`config.mk`:
```
export PLATFORM = sky130hd
export DESIGN_NAME = freq_word_stage
export DESIGN_NICKNAME = d
export VERILOG_FILES = /design/src/rtl/fws_pkg.sv /design/src/rtl/fws_arm_flag.sv /design/src/rtl/fws_seq_track.sv /design/src/rtl/fws_lane_bank.sv /design/src/rtl/freq_word_stage.sv
export SDC_FILE = /design/constraint.sdc
export NUM_CORES = 1
export LEC_CHECK = 0
export CAP_MARGIN = 40
export CORE_MARGIN = 4
export CORE_UTILIZATION = 45
export CTS_CLUSTER_DIAMETER = 100
export DETAILED_ROUTE_END_ITERATION = 12
export DONT_BUFFER_PORTS = 1
export SYNTH_ARGS = -nofsm -noshare
export SYNTH_HDL_FRONTEND = slang
export SYNTH_SLANG_ARGS = --single-unit
```
`constraint.sdc`:
```
create_clock -name clk -period 2.3 [get_ports clk]
set_input_delay 0.345 -clock clk [delete_from_list [all_inputs] [get_ports clk]]
set_output_delay 0.345 -clock clk [all_outputs]
set_load 0.02 [all_outputs]
```
`src/rtl/fws_pkg.sv`:
```
package fws_pkg;
    localparam int unsigned FWS_LANES  = 4;
    localparam int unsigned FWS_LANE_W = 8;

    typedef struct packed {
        logic armed;
    } arm_state_t;
endpackage

```
`src/rtl/fws_arm_flag.sv`:
```
module fws_arm_flag (
    input  logic clk,
    input  logic por,
    input  logic rst,
    output logic armed
);
    import fws_pkg::*;

    arm_state_t st_d, st_q;

    always_comb begin
        st_d = st_q;
        if (por) begin
            st_d.armed = 1'b0;          // power-on always disarms, even with rst high
        end else if (rst) begin
            st_d.armed = 1'b1;
        end
    end

    always_ff @(posedge clk) begin
        st_q <= st_d;
    end

    assign armed = st_q.armed;
endmodule

```
`src/rtl/fws_seq_track.sv`:
```
module fws_seq_track #(
    parameter int unsigned LANES = fws_pkg::FWS_LANES,
    localparam int unsigned IDX_W = $clog2(LANES)
) (
    input  logic             clk,
    input  logic             clr,
    input  logic             armed,
    input  logic             wr_en,
    input  logic [IDX_W-1:0] wr_idx,
    output logic [LANES-1:0] lane_we,
    output logic             last_hit
);
    localparam logic [IDX_W-1:0] LAST_IDX = IDX_W'(LANES - 1);
    localparam logic [IDX_W-1:0] FIRST_NEXT = IDX_W'(1);

    typedef struct packed {
        logic [IDX_W-1:0] ptr;
    } seq_state_t;

    seq_state_t st_d, st_q;
    logic       take;

    always_comb begin
        st_d     = st_q;
        take     = 1'b0;
        last_hit = 1'b0;
        if (clr) begin
            st_d.ptr = '0;
        end else if (armed && wr_en) begin
            if (wr_idx == '0) begin
                take     = 1'b1;             // lane 0 always restarts the run
                st_d.ptr = FIRST_NEXT;
            end else if (wr_idx == st_q.ptr) begin
                take = 1'b1;
                if (wr_idx == LAST_IDX) begin
                    last_hit = 1'b1;
                    st_d.ptr = '0;
                end else begin
                    st_d.ptr = st_q.ptr + FIRST_NEXT;
                end
            end else begin
                st_d.ptr = '0;               // out of order: drop and rewind
            end
        end
    end

    always_comb begin
        for (int k = 0; k < LANES; k++) begin
            lane_we[k] = take && (wr_idx == IDX_W'(k));
        end
    end

    always_ff @(posedge clk) begin
        st_q <= st_d;
    end
endmodule

```
`src/rtl/fws_lane_bank.sv`:
```
module fws_lane_bank #(
    parameter int unsigned LANES  = fws_pkg::FWS_LANES,
    parameter int unsigned LANE_W = fws_pkg::FWS_LANE_W,
    localparam int unsigned IDX_W  = $clog2(LANES),
    localparam int unsigned WORD_W = LANES * LANE_W
) (
    input  logic              clk,
    input  logic              clr,
    input  logic [LANES-1:0]  lane_we,
    input  logic [LANE_W-1:0] wr_data,
    input  logic [IDX_W-1:0]  rd_idx,
    output logic [LANE_W-1:0] rd_data,
    output logic [WORD_W-1:0] staged
);
    for (genvar g = 0; g < LANES; g++) begin : g_lane
        logic [LANE_W-1:0] lane_d, lane_q;

        always_comb begin
            lane_d = lane_q;
            if (clr) begin
                lane_d = '0;
            end else if (lane_we[g]) begin
                lane_d = wr_data;
            end
        end

        always_ff @(posedge clk) begin
            lane_q <= lane_d;
        end

        assign staged[g*LANE_W +: LANE_W] = lane_q;
    end

    always_comb begin
        rd_data = '0;
        for (int k = 0; k < LANES; k++) begin
            if (rd_idx == IDX_W'(k)) begin
                rd_data = staged[k*LANE_W +: LANE_W];
            end
        end
    end
endmodule

```
`src/rtl/freq_word_stage.sv`:
```
module freq_word_stage #(
    parameter int unsigned LANES  = fws_pkg::FWS_LANES,
    parameter int unsigned LANE_W = fws_pkg::FWS_LANE_W,
    localparam int unsigned IDX_W  = $clog2(LANES),
    localparam int unsigned WORD_W = LANES * LANE_W
) (
    input  logic              clk,
    input  logic              por,
    input  logic              rst,
    input  logic              wr_en,
    input  logic [IDX_W-1:0]  wr_idx,
    input  logic [LANE_W-1:0] wr_data,
    input  logic [IDX_W-1:0]  rd_idx,
    output logic [LANE_W-1:0] rd_data,
    output logic [WORD_W-1:0] freq_word,
    output logic              upd_pulse
);
    typedef struct packed {
        logic [WORD_W-1:0] word;
        logic              upd;
    } out_state_t;

    logic              armed;
    logic              clr;
    logic [LANES-1:0]  lane_we;
    logic              last_hit;
    logic [WORD_W-1:0] staged;
    out_state_t        out_d, out_q;

    assign clr = por || rst;

    fws_arm_flag u_arm (
        .clk   (clk),
        .por   (por),
        .rst   (rst),
        .armed (armed)
    );

    fws_seq_track #(.LANES(LANES)) u_seq (
        .clk      (clk),
        .clr      (clr),
        .armed    (armed),
        .wr_en    (wr_en),
        .wr_idx   (wr_idx),
        .lane_we  (lane_we),
        .last_hit (last_hit)
    );

    fws_lane_bank #(.LANES(LANES), .LANE_W(LANE_W)) u_bank (
        .clk     (clk),
        .clr     (clr),
        .lane_we (lane_we),
        .wr_data (wr_data),
        .rd_idx  (rd_idx),
        .rd_data (rd_data),
        .staged  (staged)
    );

    // The top lane is written on the same edge as the commit, so it is
    // taken from the write data rather than from the staging bank.
    always_comb begin
        out_d     = out_q;
        out_d.upd = 1'b0;
        if (clr) begin
            out_d.word = '0;
        end else if (last_hit) begin
            out_d.word = staged;
            out_d.word[WORD_W-1 -: LANE_W] = wr_data;
            out_d.upd  = 1'b1;
        end
    end

    always_ff @(posedge clk) begin
        out_q <= out_d;
    end

    assign freq_word = out_q.word;
    assign upd_pulse = out_q.upd;
endmodule

```
# ---- Word level (Yosys, flattened, before mapping)
# Cells that the tools add are included.
dict set report totals {
  reg_bits 68
  inputBits 16
  out_inout_bits 41
  elab_cells 41
}
dict set report classes {
  n_addsub 1
  n_eq_ne 7
  n_mux 17
  reduce_logical 8
}
# operator count
set ops {}
lappend ops {{$mux W8} 4}
lappend ops {{$mux W1} 10}
lappend ops {{$eq A2 B2 Y1 const B} 4}
lappend ops {{$mux W2} 3}
lappend ops {{$logic_and A1 B1 Y1} 5}
lappend ops {{$eq A2 B1 Y1 const B} 2}
lappend ops {{$logic_not A2 Y1} 2}
lappend ops {{$add A2 B1 Y2 const B} 1}
lappend ops {{$eq A2 B2 Y1} 1}
lappend ops {{$logic_or A1 B1 Y1} 1}

# ---- Depth between registers and ports, before layout
dict set report logic_depth {
  ltp_word 7
  mapped_depth 6
  depth_no_buf 4
}

# ---- Hierarchy
# From an unflattened synthesis, not the netlist that was laid out.
dict set report hier_totals {
  cells_unflattened 243
  hier_area_um2 2685.1
}
# module instances cells_each area_each_um2 seq_area_each_um2
set by_module_without_submodules {}
lappend by_module_without_submodules {fws_lane_bank 1 113 1315.0 640.6}
lappend by_module_without_submodules {freq_word_stage 1 108 1201.2 660.6}
lappend by_module_without_submodules {fws_seq_track 1 20 138.9 40.0}
lappend by_module_without_submodules {fws_arm_flag 1 2 30.0 20.0}

# ---- Worst setup path after synthesis
# OpenSTA, ideal clock, no wires.
dict set report synth_timing {
  path_type {input-to-output}
  from {input port rd_idx[0]}
  to {output port rd_data[2]}
  arrival_time_ns 1.152
  required_time_ns 1.955
  path_slack_ns 0.803
  stages 2
  n_path_buf 1
  cell_sequence {buf_2 mux4_2}
}
dict set report synth_via {
  elab_chain_len 5
  elab_cells_between_ends 8
  classes_between {eq/ne (3); mux (4); reduce/logical (1)}
}
# element line_no
set synth_rtl {}
lappend synth_rtl {{start: declaration} freq_word_stage.sv:13} ;# input logic [IDX_W-1:0] rd_idx,
lappend synth_rtl {{$logic_not A2 Y1} fws_lane_bank.sv:37} ;# if (rd_idx == IDX_W'(k)) begin
lappend synth_rtl {{$mux W8 (3 in a row)} fws_lane_bank.sv:37}
lappend synth_rtl {{$mux W8 (*)} fws_lane_bank.sv:37}
lappend synth_rtl {{end: declaration} freq_word_stage.sv:14} ;# output logic [LANE_W-1:0] rd_data,
# Mark *: on every way between the ends. The rest lies on a longest branch, timed or not.

# ---- Worst setup path in the final report
dict set report layout_timing {
  from {register u_seq.st_q[1] in the netlist's numbering}
  to {register out_q, in the netlist freq_word[1]}
}
dict set report layout_via {
  elab_chain_len 5
}
# element line_no
set layout_rtl {}
lappend layout_rtl {{start: declaration} fws_seq_track.sv:20} ;# seq_state_t st_d, st_q;
lappend layout_rtl {{start signal: assignment} fws_seq_track.sv:54} ;# st_q <= st_d;
lappend layout_rtl {{$eq A2 B2 Y1} fws_seq_track.sv:33} ;# end else if (wr_idx == st_q.ptr) begin
lappend layout_rtl {{$mux W1} fws_seq_track.sv:33}
lappend layout_rtl {{$mux W1} fws_seq_track.sv:30} ;# if (wr_idx == '0) begin
lappend layout_rtl {{$mux W1} fws_seq_track.sv:29} ;# end else if (armed && wr_en) begin
lappend layout_rtl {{$mux W1} fws_seq_track.sv:27} ;# if (clr) begin
lappend layout_rtl {{end signal: assignment} freq_word_stage.sv:74} ;# out_q <= out_d;
lappend layout_rtl {{end: declaration} freq_word_stage.sv:28} ;# out_state_t out_d, out_q;
# No other way between the ends.
# A chain may end at the register's enable or synchronous reset.

==> impl_metrics.py <==
metrics = {
    "die": {
        "chipHeight_um": 86.66,
        "io_pins": 57,
        "core-area_sq_um": 5956,
        "rows": 28,
        "die-area_sq_um": 7509,
        "initial_core_util_pct": 46.74,
        "die_w_um": 86.66,
    },
    "clocking": {
        "post_cts_buffers": 0,
        "clock_sinks": 68,
        "insertion_delay_ns": 0.34,
        "path_clk_slew_ns": 0.07,
        "hold_buffers": 0,
        "numCtsBuffers": 9,
        "htreeDepth": 3,
        "cts_buffer_depth": 2,
        "cts_tree": "done",
        "cts-root-buf": "clkbuf_8",
        "cts_resized": 0,
    },
    "sta": {
        "fmax_mhz": 590.8,
        "layout_min_cycle_time_ns": 1.693,
        "rsz0062_at_grt": "false",
        "setup_viol": 0,
        "fin_skew_ns": 0.006941,
        "worst_pin_slew_ns": 0.5383,
        "tns_ns": 0,
        "drv_slew": 0,
        "period_share_pct": 73.60,
        "hold_violations": 0,
        "relSlewSlack_pct": 64.12,
    },
    "setup_path": {
        "cp_max_fo": 35,
        "crit_path_end_kind": "register",
        "critPathArrivalTime_ns": 1.96,
        "cp_data_required_time_ns": 2.57,
        "path_class": "register to register",
        "start_kind": "register",
    },
    "drt": {
        "ant_nets": 0,
        "wl_per_cell_um": 17.40,
        "drtIter0Drc": 147,
        "vias_per_cell": 5.451,
        "drt_pass1_iterations": 4,
        "totalWireLength_um": 6246,
        "drc": 0,
        "via_count": 1957,
    },
    "grt": {
        "grt_pass1_wl_um": 9970,
        "antenna_found_initial": 0,
        "grt_util_all_layers_pct": 17.56,
        "grt-ovfl-total": 0,
        "grt_pass1_vias": 1894,
        "grt_max_degree": 72,
    },
    "finish": {
        "fin_area_sq_um": 2967,
        "finalNetCount": 295,
        "area_growth_pct": 6.562,
        "diodes": 0,
        "drive_gt1_share_pct": 14.44,
    },
    "placed_design": {
        "place_area_sq_um": 2764,
        "hpwl_um": 4133,
        "portBuffers": 0,
        "gp_congestion": 0.7218,
    },
    "yosys": {
        "synth_seq_cells": 68,
        "yosysWarnings": 0,
        "syn-num-nets": 300,
        "avgSynthCellArea_sq_um": 9.803,
        "synth_cell_types": 31,
        "seq_area_frac_synth_pct": 48.90,
        "syn-instance-count": 284,
        "netlist_area_sq_um": 2784,
    },
    "power_and_ir_drop": {
        "pwr-share-comb_pct": 2.4,
        "power.internal_mw": 1.756,
        "netSwitchingFraction_pct": 21.19,
        "clkPwrFrac_pct": 44.6,
        "p_switching_mw": 0.4721,
        "p_leak_nw": 1.240,
        "pwr-share-seq_pct": 53.0,
        "ir_drop_mv": 0.4087,
        "powerDensity_nw_per_um2": 751.1,
    },
    "flow_run": {
        "maxCapViolCount": 0,
    },
    "run_status": {
        "status": "complete, no violations",
    },
    "worst_hold_path": {
        "min_path_type": "input pin to register",
    },
}
cells in the mapped netlist, drive strengths merged:
cell type	count	area [sq um]
a211o	1	8.760
a21oi	2	10.01
a31o	4	35.03
and3	2	15.01
and4	1	8.760
and4bb	1	12.51
buf	14	130.1
clkbuf	5	38.79
clkinv	1	8.760
dfxtp	68	1361
inv	8	30.03
mux2i	28	280.3
mux4	8	180.2
nand2	71	292.8
nand2b	1	6.260
nand3	27	135.1
nand4	2	27.53
nor2	5	21.27
nor4bb	1	10.01
o21ai	33	165.2
or2	1	6.260
power by group through the flow:
stage	Clock [mW]	Sequential, mW	Combinational [mW]
floorplan	0	1.21	0.0540
global placement	0	1.21	0.0541
detailed placement	0	1.21	0.0536
CTS	1.02	1.18	0.0537
global route	1.07	1.18	0.0590
finish	0.994	1.18	0.0538
cells by family (layout without fill, tap and decap cells):
| group | count (synthesis) | count (layout) | share of synthesized area, % |
|---|---|---|---|
| and+or+nand+nor | 112 | 112 | 19.24 |
| DFF | 68 | 68 | 48.90 |
| buffers and inverters | 28 | 28 | 7.461 |
| AOI/OAI and AO/OA | 40 | 40 | 7.865 |
| muxes | 36 | 36 | 16.54 |
critical path, stage by stage (launching register included):
cell	delay (ns)
dfxtp_1	0.44
and4_1	0.57
nand2_4	0.16
clkinv_4	0.22
mux2i_1	0.21
worst paths after layout:
kind | start | cells after the start | slack, ns | to
setup / recovery | u_seq.st_q[1] | 4 | 0.61 | freq_word[1]
hold reg to reg | u_bank.g_lane[3].lane_q[0] | 2 | 0.46 | u_bank.g_lane[3].lane_q[0]
hold / removal | por | 1 | 0.07 | u_arm.armed
setup reg to reg | u_seq.st_q[1] | 4 | 0.61 | freq_word[1]
sequential cells by signal, indices dropped and copies added (netlist names):
register              count
freq_word                32
u_bank.g_lane.lane_q     32
u_arm.armed               1
u_seq.st_q                2
upd_pulse                 1
metal layers:
metal	GRT usage, %	vias up	part of all wire (%)
li1	-	965	-
met3	8.270	9	7.3
met1	22.65	919	45
met4	5.099	0	1.2
met5	0	-	0
met2	26.29	64	46
layout make-up:
| cell class | instances | area (sq um) |
|---|---|---|
| inverters | 9 | 38.79 |
| well taps | 75 | 93.84 |
| clock buffers | 12 | 155.1 |
| flip-flops and latches | 68 | 1361 |
| repair buffers | 3 | 35.03 |
| clock inverters | 4 | 47.55 |
| fillers | 585 | 2989 |
| multi-input cells | 188 | 1235 |
through the flow:
stage                     cells  hold WS [ns]  util (%)  worst slack [ns]  power (mW)
after floorplan             284        0.4174         -            0.8028       1.261
after global placement      343        0.4250     46.41            0.6146       1.262
after detailed placement    343        0.4205     46.41            0.5762       1.261
after CTS                   359       0.05692     49.81            0.5892       2.251
after global routing        359       0.04778     49.81            0.3919       2.307
final                       359       0.07332     49.81            0.6073       2.228
placed cells by master (no fill, tap or decap), drive strengths merged, types with 3 or more instances in the layout:
cell type / instances
dfxtp: 68
clkinv: 3
inv: 8
o21ai: 33
buf: 3
nand2: 71
mux2i: 28
nand3: 27
a31o: 4
mux4: 8
nor2: 5
clkbuf: 12
No activity file was read; power rests on OpenSTA's default activity.
